[config.mk]
export PLATFORM = sky130hd
export DESIGN_NAME = lcd_host_port
export DESIGN_NICKNAME = d
export VERILOG_FILES = /design/src/rtl/lcd_host_pkg.sv /design/src/rtl/lcd_host_sync.sv /design/src/rtl/lcd_host_nibble.sv /design/src/rtl/lcd_host_rdmux.sv /design/src/rtl/lcd_host_port.sv
export SDC_FILE = /design/constraint.sdc
export NUM_CORES = 1
export LEC_CHECK = 0
export BUFFER_PORTS_ARGS = -buffer_cell sky130_fd_sc_hd__buf_2
export CAP_MARGIN = 20
export CORE_MARGIN = 2
export CORE_UTILIZATION = 35
export CTS_BUF_LIST = sky130_fd_sc_hd__clkbuf_16
export DETAILED_ROUTE_END_ITERATION = 7
export GPL_ROUTABILITY_DRIVEN = 0
export PLACE_DENSITY = 0.65
export SETUP_SLACK_MARGIN = 0.2
export SYNTH_ARGS = -nofsm -noshare
export SYNTH_HDL_FRONTEND = slang
export SYNTH_HIERARCHICAL = 1
export SYNTH_SLANG_ARGS = --single-unit
[constraint.sdc]
create_clock -name clk_i -period 2.4 [get_ports clk_i]
set_input_delay 0.24 -clock clk_i [delete_from_list [all_inputs] [get_ports clk_i]]
set_output_delay 0.24 -clock clk_i [all_outputs]
set_load 0.01 [all_outputs]
[src/rtl/lcd_host_pkg.sv]
`timescale 1ns/1ps
package lcd_host_pkg;
  localparam int BUS_W_DEF = 8;
  localparam int SYNC_DEF  = 2;

  typedef struct packed {
    logic rs;
    logic rw;
  } cyc_ctl_t;
endpackage

[src/rtl/lcd_host_sync.sv]
`timescale 1ns/1ps
module lcd_host_sync #(
  parameter int WIDTH  = 1,
  parameter int STAGES = 2
) (
  input  logic             clk_i,
  input  logic             rst_ni,
  input  logic [WIDTH-1:0] d_i,
  output logic [WIDTH-1:0] q_o
);
  logic [WIDTH-1:0] stage_q [STAGES];

  always_ff @(posedge clk_i or negedge rst_ni) begin
    if (!rst_ni) begin
      for (int i = 0; i < STAGES; i++) stage_q[i] <= '0;
    end else begin
      stage_q[0] <= d_i;
      for (int i = 1; i < STAGES; i++) stage_q[i] <= stage_q[i-1];
    end
  end

  assign q_o = stage_q[STAGES-1];
endmodule

[src/rtl/lcd_host_nibble.sv]
`timescale 1ns/1ps
module lcd_host_nibble #(
  parameter int BUS_W = 8
) (
  input  logic             clk_i,
  input  logic             rst_ni,
  input  logic             mode_8b_i,
  input  logic             clr_i,
  input  logic             fall_i,
  input  logic [BUS_W-1:0] data_i,
  output logic             done_o,
  output logic             sel_o,
  output logic [BUS_W-1:0] byte_o
);
  localparam int NIB_W = BUS_W / 2;

  logic             sel_q;
  logic [NIB_W-1:0] hi_q;

  always_ff @(posedge clk_i or negedge rst_ni) begin
    if (!rst_ni) begin
      sel_q <= 1'b0;
      hi_q  <= '0;
    end else if (clr_i) begin
      sel_q <= 1'b0;
    end else if (fall_i && !mode_8b_i) begin
      sel_q <= ~sel_q;
      if (!sel_q) hi_q <= data_i[BUS_W-1 -: NIB_W];
    end
  end

  assign done_o = fall_i && (mode_8b_i || sel_q);
  assign sel_o  = sel_q;
  assign byte_o = mode_8b_i ? data_i : {hi_q, data_i[BUS_W-1 -: NIB_W]};
endmodule

[src/rtl/lcd_host_rdmux.sv]
`timescale 1ns/1ps
module lcd_host_rdmux #(
  parameter int BUS_W = 8
) (
  input  logic             mode_8b_i,
  input  logic             sel_i,
  input  logic [BUS_W-1:0] byte_i,
  output logic [BUS_W-1:0] drive_o
);
  localparam int NIB_W = BUS_W / 2;

  logic [NIB_W-1:0] nib;

  // nibble reads always use the upper lines
  assign nib     = sel_i ? byte_i[NIB_W-1:0] : byte_i[BUS_W-1 -: NIB_W];
  assign drive_o = mode_8b_i ? byte_i : {nib, {NIB_W{1'b0}}};
endmodule

[src/rtl/lcd_host_port.sv]
`timescale 1ns/1ps
module lcd_host_port
  import lcd_host_pkg::*;
#(
  parameter int BUS_W       = BUS_W_DEF,
  parameter int SYNC_STAGES = SYNC_DEF
) (
  input  logic             clk_i,
  input  logic             rst_ni,
  input  logic             en_i,
  input  logic             rs_i,
  input  logic             rw_i,
  input  logic [BUS_W-1:0] db_i,
  output logic [BUS_W-1:0] db_o,
  output logic             db_oe_o,
  input  logic             mode_wr_i,
  input  logic             mode_8b_i,
  input  logic             busy_i,
  input  logic [BUS_W-2:0] addr_i,
  input  logic [BUS_W-1:0] rd_data_i,
  output logic             ins_wr_o,
  output logic             dat_wr_o,
  output logic [BUS_W-1:0] wr_byte_o,
  output logic             rd_pop_o
);
  localparam int SW = BUS_W + 3;

  logic [SW-1:0]    pins_raw, pins_s;
  logic             en_s, rs_s, rw_s, en_q;
  logic [BUS_W-1:0] db_s, db_hold_q, rd_byte_q, asm_byte, rd_drive;
  logic             rise, fall, done, nib_sel;
  logic             mode_8b_q, oe_q;
  cyc_ctl_t         ctl_q;

  assign pins_raw = {en_i, rs_i, rw_i, db_i};

  lcd_host_sync #(.WIDTH(SW), .STAGES(SYNC_STAGES)) u_sync (
    .clk_i (clk_i),
    .rst_ni(rst_ni),
    .d_i   (pins_raw),
    .q_o   (pins_s)
  );

  assign en_s = pins_s[SW-1];
  assign rs_s = pins_s[SW-2];
  assign rw_s = pins_s[SW-3];
  assign db_s = pins_s[BUS_W-1:0];
  assign rise = en_s && !en_q;
  assign fall = !en_s && en_q;

  lcd_host_nibble #(.BUS_W(BUS_W)) u_nib (
    .clk_i    (clk_i),
    .rst_ni   (rst_ni),
    .mode_8b_i(mode_8b_q),
    .clr_i    (mode_wr_i),
    .fall_i   (fall),
    .data_i   (db_hold_q),
    .done_o   (done),
    .sel_o    (nib_sel),
    .byte_o   (asm_byte)
  );

  lcd_host_rdmux #(.BUS_W(BUS_W)) u_rdmux (
    .mode_8b_i(mode_8b_q),
    .sel_i    (nib_sel),
    .byte_i   (rd_byte_q),
    .drive_o  (rd_drive)
  );

  always_ff @(posedge clk_i or negedge rst_ni) begin
    if (!rst_ni) begin
      en_q      <= 1'b0;
      ctl_q     <= '0;
      db_hold_q <= '0;
      rd_byte_q <= '0;
      mode_8b_q <= 1'b1;
      oe_q      <= 1'b0;
      ins_wr_o  <= 1'b0;
      dat_wr_o  <= 1'b0;
      wr_byte_o <= '0;
      rd_pop_o  <= 1'b0;
    end else begin
      en_q <= en_s;
      if (mode_wr_i) mode_8b_q <= mode_8b_i;
      if (en_s) db_hold_q <= db_s;
      if (rise) begin
        ctl_q.rs <= rs_s;
        ctl_q.rw <= rw_s;
        if (rw_s) begin
          oe_q <= 1'b1;
          // low nibble reuses the byte taken at the high-nibble rise
          if (mode_8b_q || !nib_sel)
            rd_byte_q <= rs_s ? rd_data_i : {busy_i, addr_i};
        end
      end else if (fall) begin
        oe_q <= 1'b0;
      end
      ins_wr_o <= done && !ctl_q.rw && !ctl_q.rs;
      dat_wr_o <= done && !ctl_q.rw &&  ctl_q.rs;
      rd_pop_o <= done &&  ctl_q.rw &&  ctl_q.rs;
      if (done && !ctl_q.rw) wr_byte_o <= asm_byte;
    end
  end

  assign db_oe_o = oe_q;
  assign db_o    = oe_q ? rd_drive : '0;
endmodule

==> impl_metrics.json, run 1 <==
{
  "status": "finished, final reports clean",
  "whs_path_depth": 1,
  "die_area_um2": 7540,
  "clk_transition_reported_paths_ns": 0.05,
  "drv_cap": 0,
  "powerDensity_nw_per_um2": 944,
  "grtUsageTotal_pct": 11.9,
  "final_cell_mix": "58 x dfrtp_1, 50 x buf_2, 44 x mux2_2",
  "core_area_um2": 6720,
  "antenna_left": 0,
  "die_w_um": 86.8,
  "avgSynthCellArea_um2": 15.4,
  "cts.path.max_buffers": 2,
  "area_delta_synth_final_pct": 22.6,
  "ctsHtreeMaxLevel": 3,
  "fin_crit_ns": 2.04,
  "num_vias": 1305,
  "drc_errors": 0,
  "cts_root_buf": "clkbuf_16",
  "drv_slew": 0,
  "finalHoldViolCount": 0,
  "first_pass_iters": 2,
  "synth_nets": 187,
  "max-slew-margin-rel_pct": 56.9,
  "yosys_warnings": 6,
  "p_leak_nw": 1.38,
  "wl_per_cell_um": 13.2,
  "cts_resized": 0,
  "yosysSeqAreaShare_pct": 61.5,
  "routed_via_density": 4.50,
  "layout-drive-gt1-share_pct": 59.0,
  "layout.cells.non_filler": 290,
  "rsz0062_at_grt": "no",
  "grt_pass1_wl_mm": 6.50,
  "nets": 237,
  "setup_violations": 0,
  "worstSkewPairLatency_ns": 0.32,
  "synth_area_um2": 2400,
  "numCtsBuffers": 9,
  "cts.sinks": 59,
  "antenna_found_initial": 0,
  "fin_crit_sh_pct": 84.9,
  "grt_start_max_net_pins": 33,
  "place_hpwl_mm": 2.66,
  "die_height_um": 86.8,
  "num_antenna_cells": 0,
  "grt_pass1_vias": 1345,
  "cts_tree": "done",
  "total_power_w": 0.00278,
  "synth.distinct_cells": 23,
  "cp_data_arrival_time_ns": 1.80,
  "worst_pin_slew_ns": 0.646,
  "path_class": "reg2out",
  "wirelength_mm": 3.84,
  "min_path_type": "in2reg",
  "clock.fmax_mhz": 491,
  "num_rows": 30,
  "io_pins": 51,
  "r2r_cells": 4,
  "grt-ovfl-total": 0,
  "io_buffers": 50,
  "dp.cells": 274,
  "ys_ff_latch": 59,
  "crit_path_max_fanout": 17,
  "fin_setup_tns_ns": 0,
  "cp-start-kind": "flip-flop",
  "crit_path_end_kind": "output pin",
  "final_common_cell": "dfrtp_1",
  "cp.required_ns": 2.16,
  "first_iter_violations": 34,
  "vdd_drop_max_v": 0.000543,
  "finClkSkew_ns": 0.00589,
  "synthCells": 156,
  "start_util_pct": 35.8
}
-- per-stage QoR --
stage / instance area, um2 / hold WS (ns) / setup WS, ns / util [%]
global route: 2950 / 0.0118 / 0.267 / 43.8
finish: 2950 / 0.0236 / 0.363 / 43.8
detailed placement: 2680 / 0.303 / 0.636 / 39.8
floorplan: 2400 / -0.0556 / 0.680 / -
global placement: 2680 / 0.301 / 0.667 / 39.8
CTS: 2950 / 0.0104 / 0.330 / 43.8
-- cells in the mapped netlist --
cell,count,area share [%]
nand2_1,3,0.47
o21ai_0,2,0.42
buf_2,2,0.42
nor2b_1,4,1.0
nor2b_4,1,0.57
buf_6,1,0.47
and3_1,1,0.26
dfrtp_1,58,60
a21oi_4,1,0.68
nand2b_1,1,0.26
mux2_2,44,21
nor2_1,1,0.16
xnor2_1,1,0.36
mux2_1,1,0.47
buf_4,12,3.8
nand3b_4,1,0.83
o21a_1,1,0.31
and2_1,9,2.3
mux2_4,4,2.5
and2_2,4,1.3
dfstp_2,1,1.1
inv_1,2,0.31
nor4b_4,1,0.99
-- state kept, by name, indices dropped and copies added (netlist names) --
register,flops
u_nib/sel_o,1
u_sync/stage_q,11
rd_byte_q,8
mode_8b_q,1
wr_byte_o,8
db_oe_o,1
rd_pop_o,1
u_sync/q_o,11
en_q,1
dat_wr_o,1
ctl_q,2
ins_wr_o,1
db_hold_q,8
u_nib/hi_q,4
-- layout make-up --
| class | instances | area (um2) |
|---|---|---|
| Multi-Input combinational cell | 80 | 806 |
| Inverter | 2 | 7.51 |
| Timing Repair Buffer | 54 | 295 |
| Tap cell | 80 | 100 |
| Fill cell | 616 | 3770 |
| Sequential cell | 59 | 1480 |
| Clock inverter | 6 | 33.8 |
| Clock buffer | 9 | 225 |
-- power breakdown --
group          switching [W]  internal (W)
registers           0.000110       0.00116
clock network       0.000410      0.000679
logic               0.000163      0.000258
-- cells by family after synthesis --
group           Yosys count  synth area share, %
flops                    59                 61.5
compound gates            4                 1.41
mux                      49                 23.6
xor+xnor                  1                0.365
simple gates             26                 8.18
buf+inv                  17                 4.95
-- timing repair --
item                                   CTS  global route
endpoints found under the hold margin   26             0
hold buffers                             1             0
buffers inserted                         0             0
-- metal layers --
layer	vias up	GRT usage (%)	part of all wire, %
met2	36	16.6	46
met3	9	3.43	5.3
met4	0	9.38	3.0
met5	-	0	0
li1	622	-	-
met1	638	15.3	46
-- worst paths after layout --
kind                               startpoint                  to  slack, ns
hold reg to reg            u_sync/stage_q[20]       u_sync/q_o[9]       0.34
max in group asynchronous              rst_ni        db_hold_q[4]       1.33
hold / removal                        db_i[3]  u_sync/stage_q[14]       0.02
min in group asynchronous              rst_ni        db_hold_q[3]       0.49
setup reg to reg                    mode_8b_q        wr_byte_o[4]       0.65
setup / recovery                    mode_8b_q             db_o[5]       0.36
-- worst max-delay path, stage by stage (launching register included) --
cell	delay (ns)
dfstp_2	0.77
nor2b_4	0.12
mux2_4	0.31
and2_1	0.15
buf_2	0.13
Power figures use the tool's default switching activity.
==> run 2: changes to the inputs <==
ABC_AREA = 1   (was default)
clock period = 2.01 ns   (was 2.4 ns; I/O delays follow)
==> run 2 against run 1 <==
Clock skew is 0.00085 ns lower. Die area is 2.1% higher. Synthesized area is 2.2% higher. Register-to-register slack worse by 0.08 ns. Critical path depth is 3 higher. Flip-flop and latch count stayed put. Non-clock buffer count is 15 higher. Final cell count is 52% higher. Sequential power is 14% higher. Global-route usage is 1.3 points higher. Utilization is 3.0 points higher. Critical path type unchanged. Largest power group unchanged. Highest routed layer unchanged.
==> impl_metrics.json, run 2 <==
{
  "grt_util_met2_pct": 18.5,
  "finClkSkew_ns": 0.00504,
  "grt_pass1_wl_mm": 7.69,
  "synthArstFlopShare_pct": 100,
  "clk_transition_reported_paths_ns": 0.05,
  "synthFlopType": "dfrtp_1",
  "crit_path_top_delay_cell": "dfstp_4",
  "met3_usage_pct": 4.62,
  "cp_data_arrival_time_ns": 1.48,
  "synth_nets": 309,
  "wirelength_mm": 4.59,
  "die_area_um2": 7700,
  "num_antenna_cells": 0,
  "synth.distinct_cells": 18,
  "worstSkewPairLatency_ns": 0.32,
  "fin_setup_tns_ns": 0,
  "synth_top_family_by_area": "simple AND/OR/NAND/NOR gates",
  "antenna_left": 0,
  "cts.path.max_buffers": 2,
  "num_vias": 1865,
  "cp-start-kind": "flip-flop",
  "cp_common_cell": "nand2_1",
  "yosysMostFrequentCell": "nand2_1",
  "synth_xor_area_share_pct": 0,
  "yosys_warnings": 6,
  "setup_violations": 0,
  "cts_tree": "done",
  "synth_area_um2": 2460,
  "die_w_um": 87.8,
  "fin_crit_ns": 1.68,
  "synth_top_area_cell": "dfrtp_1",
  "synth_edf_count": 0,
  "grt.met1_usage_pct": 18.4,
  "synth_compound_area_share_pct": 1.63,
  "worstPathCellList": "inv_2 -> nand2_4 -> nand2_1 -> nand2_1 -> nand2_1 -> inv_1 -> buf_2",
  "ys_ff_latch": 59,
  "routed_via_density": 4.23,
  "grt-ovfl-total": 0,
  "first_pass_iters": 4,
  "final_common_cell": "nand2_1",
  "grt_pass1_vias": 1705,
  "synthTopCellsByCount": "139 x nand2_1, 58 x dfrtp_1, 19 x inv_1",
  "core_area_um2": 6790,
  "numCtsBuffers": 9,
  "synth-simple-area-share_pct": 30.0,
  "drc_errors": 0,
  "die_height_um": 87.8,
  "ctsHtreeMaxLevel": 3,
  "grt.busiest_layer": "met2",
  "status": "finished, final reports clean",
  "ys_top_cells_by_area": "dfrtp_1 59%, nand2_1 21%, nand3_1 3.5%, buf_4 3.4%, inv_1 2.9%",
  "max-slew-margin-rel_pct": 65.3,
  "path_class": "reg2out",
  "yosys-mux-area-fraction_pct": 0,
  "finalHoldViolCount": 0,
  "antenna_found_initial": 0,
  "rsz0062_at_grt": "no",
  "yosysSeqAreaShare_pct": 60.2,
  "area_delta_synth_final_pct": 29.5,
  "critical_path_buf_inv_count": 3,
  "num_rows": 30,
  "wl_per_cell_um": 10.4,
  "crit_path_max_fanout": 5,
  "final_cell_mix": "139 x nand2_1, 58 x dfrtp_1, 50 x buf_2",
  "fin_crit_sh_pct": 83.7,
  "slowest_delay_ns": 0.66,
  "p_leak_nw": 1.80,
  "drv_cap": 0,
  "drv_slew": 0,
  "clock.fmax_mhz": 594,
  "place_hpwl_mm": 3.19,
  "io_buffers": 50,
  "cp.required_ns": 1.81,
  "vdd_drop_max_v": 0.000540,
  "grt_start_max_net_pins": 39,
  "nets": 372,
  "powerDensity_nw_per_um2": 1040,
  "crit_path_end_kind": "output pin",
  "synth_fa_ha_area_share_pct": 0,
  "io_pins": 51,
  "worst_pin_slew_ns": 0.520,
  "grtUsageTotal_pct": 13.2,
  "layout-drive-gt1-share_pct": 23.8,
  "first_iter_violations": 123,
  "total_power_w": 0.00331,
  "avgSynthCellArea_um2": 8.83,
  "min_path_type": "in2reg",
  "cts.sinks": 59,
  "synthCells": 278,
  "critPathTopFamily": "flip-flops",
  "cts_root_buf": "clkbuf_16",
  "yosysTopAreaCellShare_pct": 59.1,
  "start_util_pct": 36.2
}
-- run 2: cell count changes after synthesis, moves of 6 or more --
cell     change
nor2_1       +6
inv_1       +17
mux2_2      -44
and2_1       -9
nand3_1     +17
nand2_1    +136
-- run 2: path summary, 6_finish.rpt --
check / startpoint / end / slack (ns) / cells past startpoint
min in group asynchronous: rst_ni / u_nib/hi_q[3] / 0.39 / 2
worst min register to register: u_sync/stage_q[11] / u_sync/q_o[0] / 0.34 / 0
worst max register to register: mode_8b_q / rd_byte_q[3] / 0.57 / 7
max in group asynchronous: rst_ni / u_sync/stage_q[16] / 1.05 / 3
worst min-delay path: mode_8b_i / mode_8b_q / 0.11 / 3
worst max-delay path: mode_8b_q / db_o[7] / 0.33 / 7
-- run 2: routing by layer --
layer | wire (um) | vias to the layer above | part of all wire (%)
met5 | 0 | - | 0
met4 | 65 | 0 | 1.4
met3 | 202 | 7 | 4.4
met2 | 2120 | 42 | 46
met1 | 2210 | 855 | 48
li1 | - | 961 | -
-- run 2: through the flow --
step / std cells / worst slack [ns] / instance area, um2 / utilization [%] / hold WS (ns)
CTS: 437 / 0.226 / 3150 / 46.4 / 0.0978
finish: 441 / 0.327 / 3180 / 46.8 / 0.109
floorplan: 278 / 0.462 / 2460 / - / -0.0946
global placement: 410 / 0.555 / 2750 / 40.4 / 0.200
global route: 441 / 0.222 / 3180 / 46.8 / 0.134
detailed placement: 410 / 0.519 / 2750 / 40.4 / 0.208
-- run 2: kinds of logic after synthesis --
| kind of cell | Yosys count |
|---|---|
| compound gates | 8 |
| buf+inv | 40 |
| simple gates | 171 |
| flops | 59 |
-- run 2: layout make-up --
class | count | area (um2)
sequential | 59 | 1480
fill | 644 | 3610
inverter | 23 | 86.3
clock inverter | 6 | 57.6
multi-input combinational | 179 | 776
timing repair buffer | 69 | 435
tap | 96 | 120
clock buffer | 9 | 225
-- run 2: repair_timing --
item,CTS,global route
resized for setup,1,0
hold buffers,12,0
buffers inserted,0,4
gates cloned,0,0
endpoints found under the setup margin,4,4
hold endpoints to repair,31,0
-- run 2: where the power goes --
group | internal (W) | switching [W]
Sequential | 0.00134 | 0.000104
Clock | 0.000937 | 0.000487
Combinational | 0.000190 | 0.000251
Total | 0.00247 | 0.000843
-- run 2: tightest hold or removal path, delay by kind of cell --
family,cells,cell delay (ns)
buf+inv,1,0.08
compound gates,1,0.07
simple gates,1,0.04
==> run 3: changes to the inputs <==
clock period = 1.69 ns   (was 2.01 ns; I/O delays follow)
==> run 3 against run 2 <==
Worst hold slack got worse by 0.042 ns. Global-route usage decreased by 0.20 points. Utilization increased by 0.76 points. Clock power increased by 21%. First-iteration DRC count decreased by 33%. Clock skew about the same. Power increased by 20%. Via count decreased by 0.97%. Flip-flop and latch count unchanged. Final cell count increased by 0.23%. Non-clock buffer count decreased by 1. Largest cell class unchanged.
==> impl_metrics.json, run 3 (synthesis results as in run 2) <==
{
  "status": "finished, final reports clean",
  "cts_tree": "done",
  "wl_per_cell_um": 10.1,
  "worst_pin_slew_ns": 0.333,
  "fin_setup_tns_ns": 0,
  "grt_pass1_wl_mm": 7.62,
  "p_leak_nw": 1.80,
  "nets": 372,
  "ctsHtreeMaxLevel": 3,
  "num_rows": 30,
  "hold_ws_ns": 0.0670,
  "drc_errors": 0,
  "fin_crit_sh_pct": 93.4,
  "numCtsBuffers": 9,
  "clock.fmax_mhz": 634,
  "final_cell_mix": "132 x nand2_1, 57 x dfrtp_1, 50 x buf_2",
  "powerDensity_nw_per_um2": 1230,
  "max-slew-margin-rel_pct": 77.8,
  "drv_slew": 0,
  "rsz0062_at_grt": "yes",
  "finalHoldViolCount": 0,
  "vdd_drop_max_v": 0.000830,
  "cp_data_arrival_time_ns": 1.41,
  "place_hpwl_mm": 3.14,
  "area_delta_synth_final_pct": 31.6,
  "grt_pass1_vias": 1731,
  "path_class": "reg2out",
  "r2r-start": "mode_8b_q",
  "die_w_um": 87.8,
  "cts.path.max_buffers": 2,
  "first_pass_iters": 4,
  "die_area_um2": 7700,
  "io_pins": 51,
  "antenna_left": 0,
  "wirelength_mm": 4.45,
  "finClkSkew_ns": 0.00493,
  "layout.cells.non_filler": 442,
  "slowest_delay_ns": 0.64,
  "crit_path_top_delay_cell": "dfstp_4",
  "dp.cells": 411,
  "cts.sinks": 59,
  "num_vias": 1847,
  "crit_path_end_kind": "output pin",
  "grtUsageTotal_pct": 13.0,
  "clk_transition_reported_paths_ns": 0.05,
  "worstPathCellList": "inv_4 -> nand2_4 -> nand2_1 -> nand2_1 -> nand2_1 -> inv_1 -> buf_2",
  "core_area_um2": 6790,
  "fin_crit_ns": 1.58,
  "critical_path_buf_inv_count": 3,
  "drv_cap": 0,
  "cp-start-kind": "flip-flop",
  "start_util_pct": 36.2,
  "worstSkewPairLatency_ns": 0.32,
  "setup_violations": 0,
  "first_iter_violations": 83,
  "critPathTopFamily": "flip-flops",
  "final_common_cell": "nand2_1",
  "grt-ovfl-total": 0,
  "io_buffers": 50,
  "crit_path_max_fanout": 5,
  "grt_start_max_net_pins": 35,
  "layout-drive-gt1-share_pct": 27.7,
  "cp.required_ns": 1.52,
  "routed_via_density": 4.18,
  "antenna_found_initial": 0,
  "min_from": "mode_8b_i",
  "die_height_um": 87.8,
  "num_antenna_cells": 0,
  "cts_root_buf": "clkbuf_16",
  "cp_common_cell": "nand2_1",
  "worstSetupStartpoint": "mode_8b_q",
  "min_path_type": "in2reg",
  "nFillCells": 666
}
run 3: cell types whose count changed in the layout (fill, tap and decap cells not counted), sizes merged:
cell,delta
nand2,+1
buf,-1
inv,+1
run 3: tightest hold or removal path, cell delays in order:
cell     delay, ns
buf_2         0.08
nand2_1       0.04
o21ai_0       0.06
run 3: what timing repair did:
action	CTS	global route
endpoints found under the hold margin	69	0
pin swaps	1	2
gates resized for setup	11	7
setup buffers	2	0
hold buffers	12	0
endpoints found under the setup margin	8	27
gates cloned	0	1
run 3: per-stage QoR:
step	setup slack [ns]	cell area (um2)	util [%]	power, W
final	0.112	3230	47.6	0.00399
after global routing	0.0242	3230	47.6	0.00421
after CTS	0.115	3210	47.2	0.00403
after detailed placement	0.245	2760	40.6	0.00224
after global placement	0.273	2760	40.6	0.00222
after floorplan	0.202	2460	-	0.00203
run 3: path summary, 6_finish.rpt:
path / to / slack [ns] / depth (start not counted)
worst min register to register: u_sync/q_o[10] / 0.34 / 0
min in group asynchronous: u_sync/q_o[0] / 0.21 / 2
worst max-delay path: db_o[5] / 0.11 / 7
worst min-delay path: mode_8b_q / 0.07 / 3
worst max register to register: wr_byte_o[2] / 0.17 / 6
max in group asynchronous: mode_8b_q / 0.94 / 3
run 3: area by class of cell:
cell class / count / area [um2] / share of cell area [%]
clock buffer: 9 / 225 / 6.97
clock inverter: 7 / 70.1 / 2.17
inverter: 23 / 88.8 / 2.75
multi-input combinational: 180 / 815 / 25.2
sequential: 59 / 1480 / 45.9
tap: 96 / 120 / 3.72
timing repair buffer: 68 / 432 / 13.4
run 3: power breakdown:
part	leakage (nW)	internal (W)	switching (W)
registers	0.720	0.00160	0.000123
clock network	0.140	0.00113	0.000594
logic	0.942	0.000234	0.000311
run 3: metal layers:
layer	wire (um)	track usage [%]	vias to the layer above
met2	2080	19.8	40
met5	0	0	-
met3	179	5.18	5
met1	2140	16.6	844
met4	58	5.17	0
li1	-	-	958
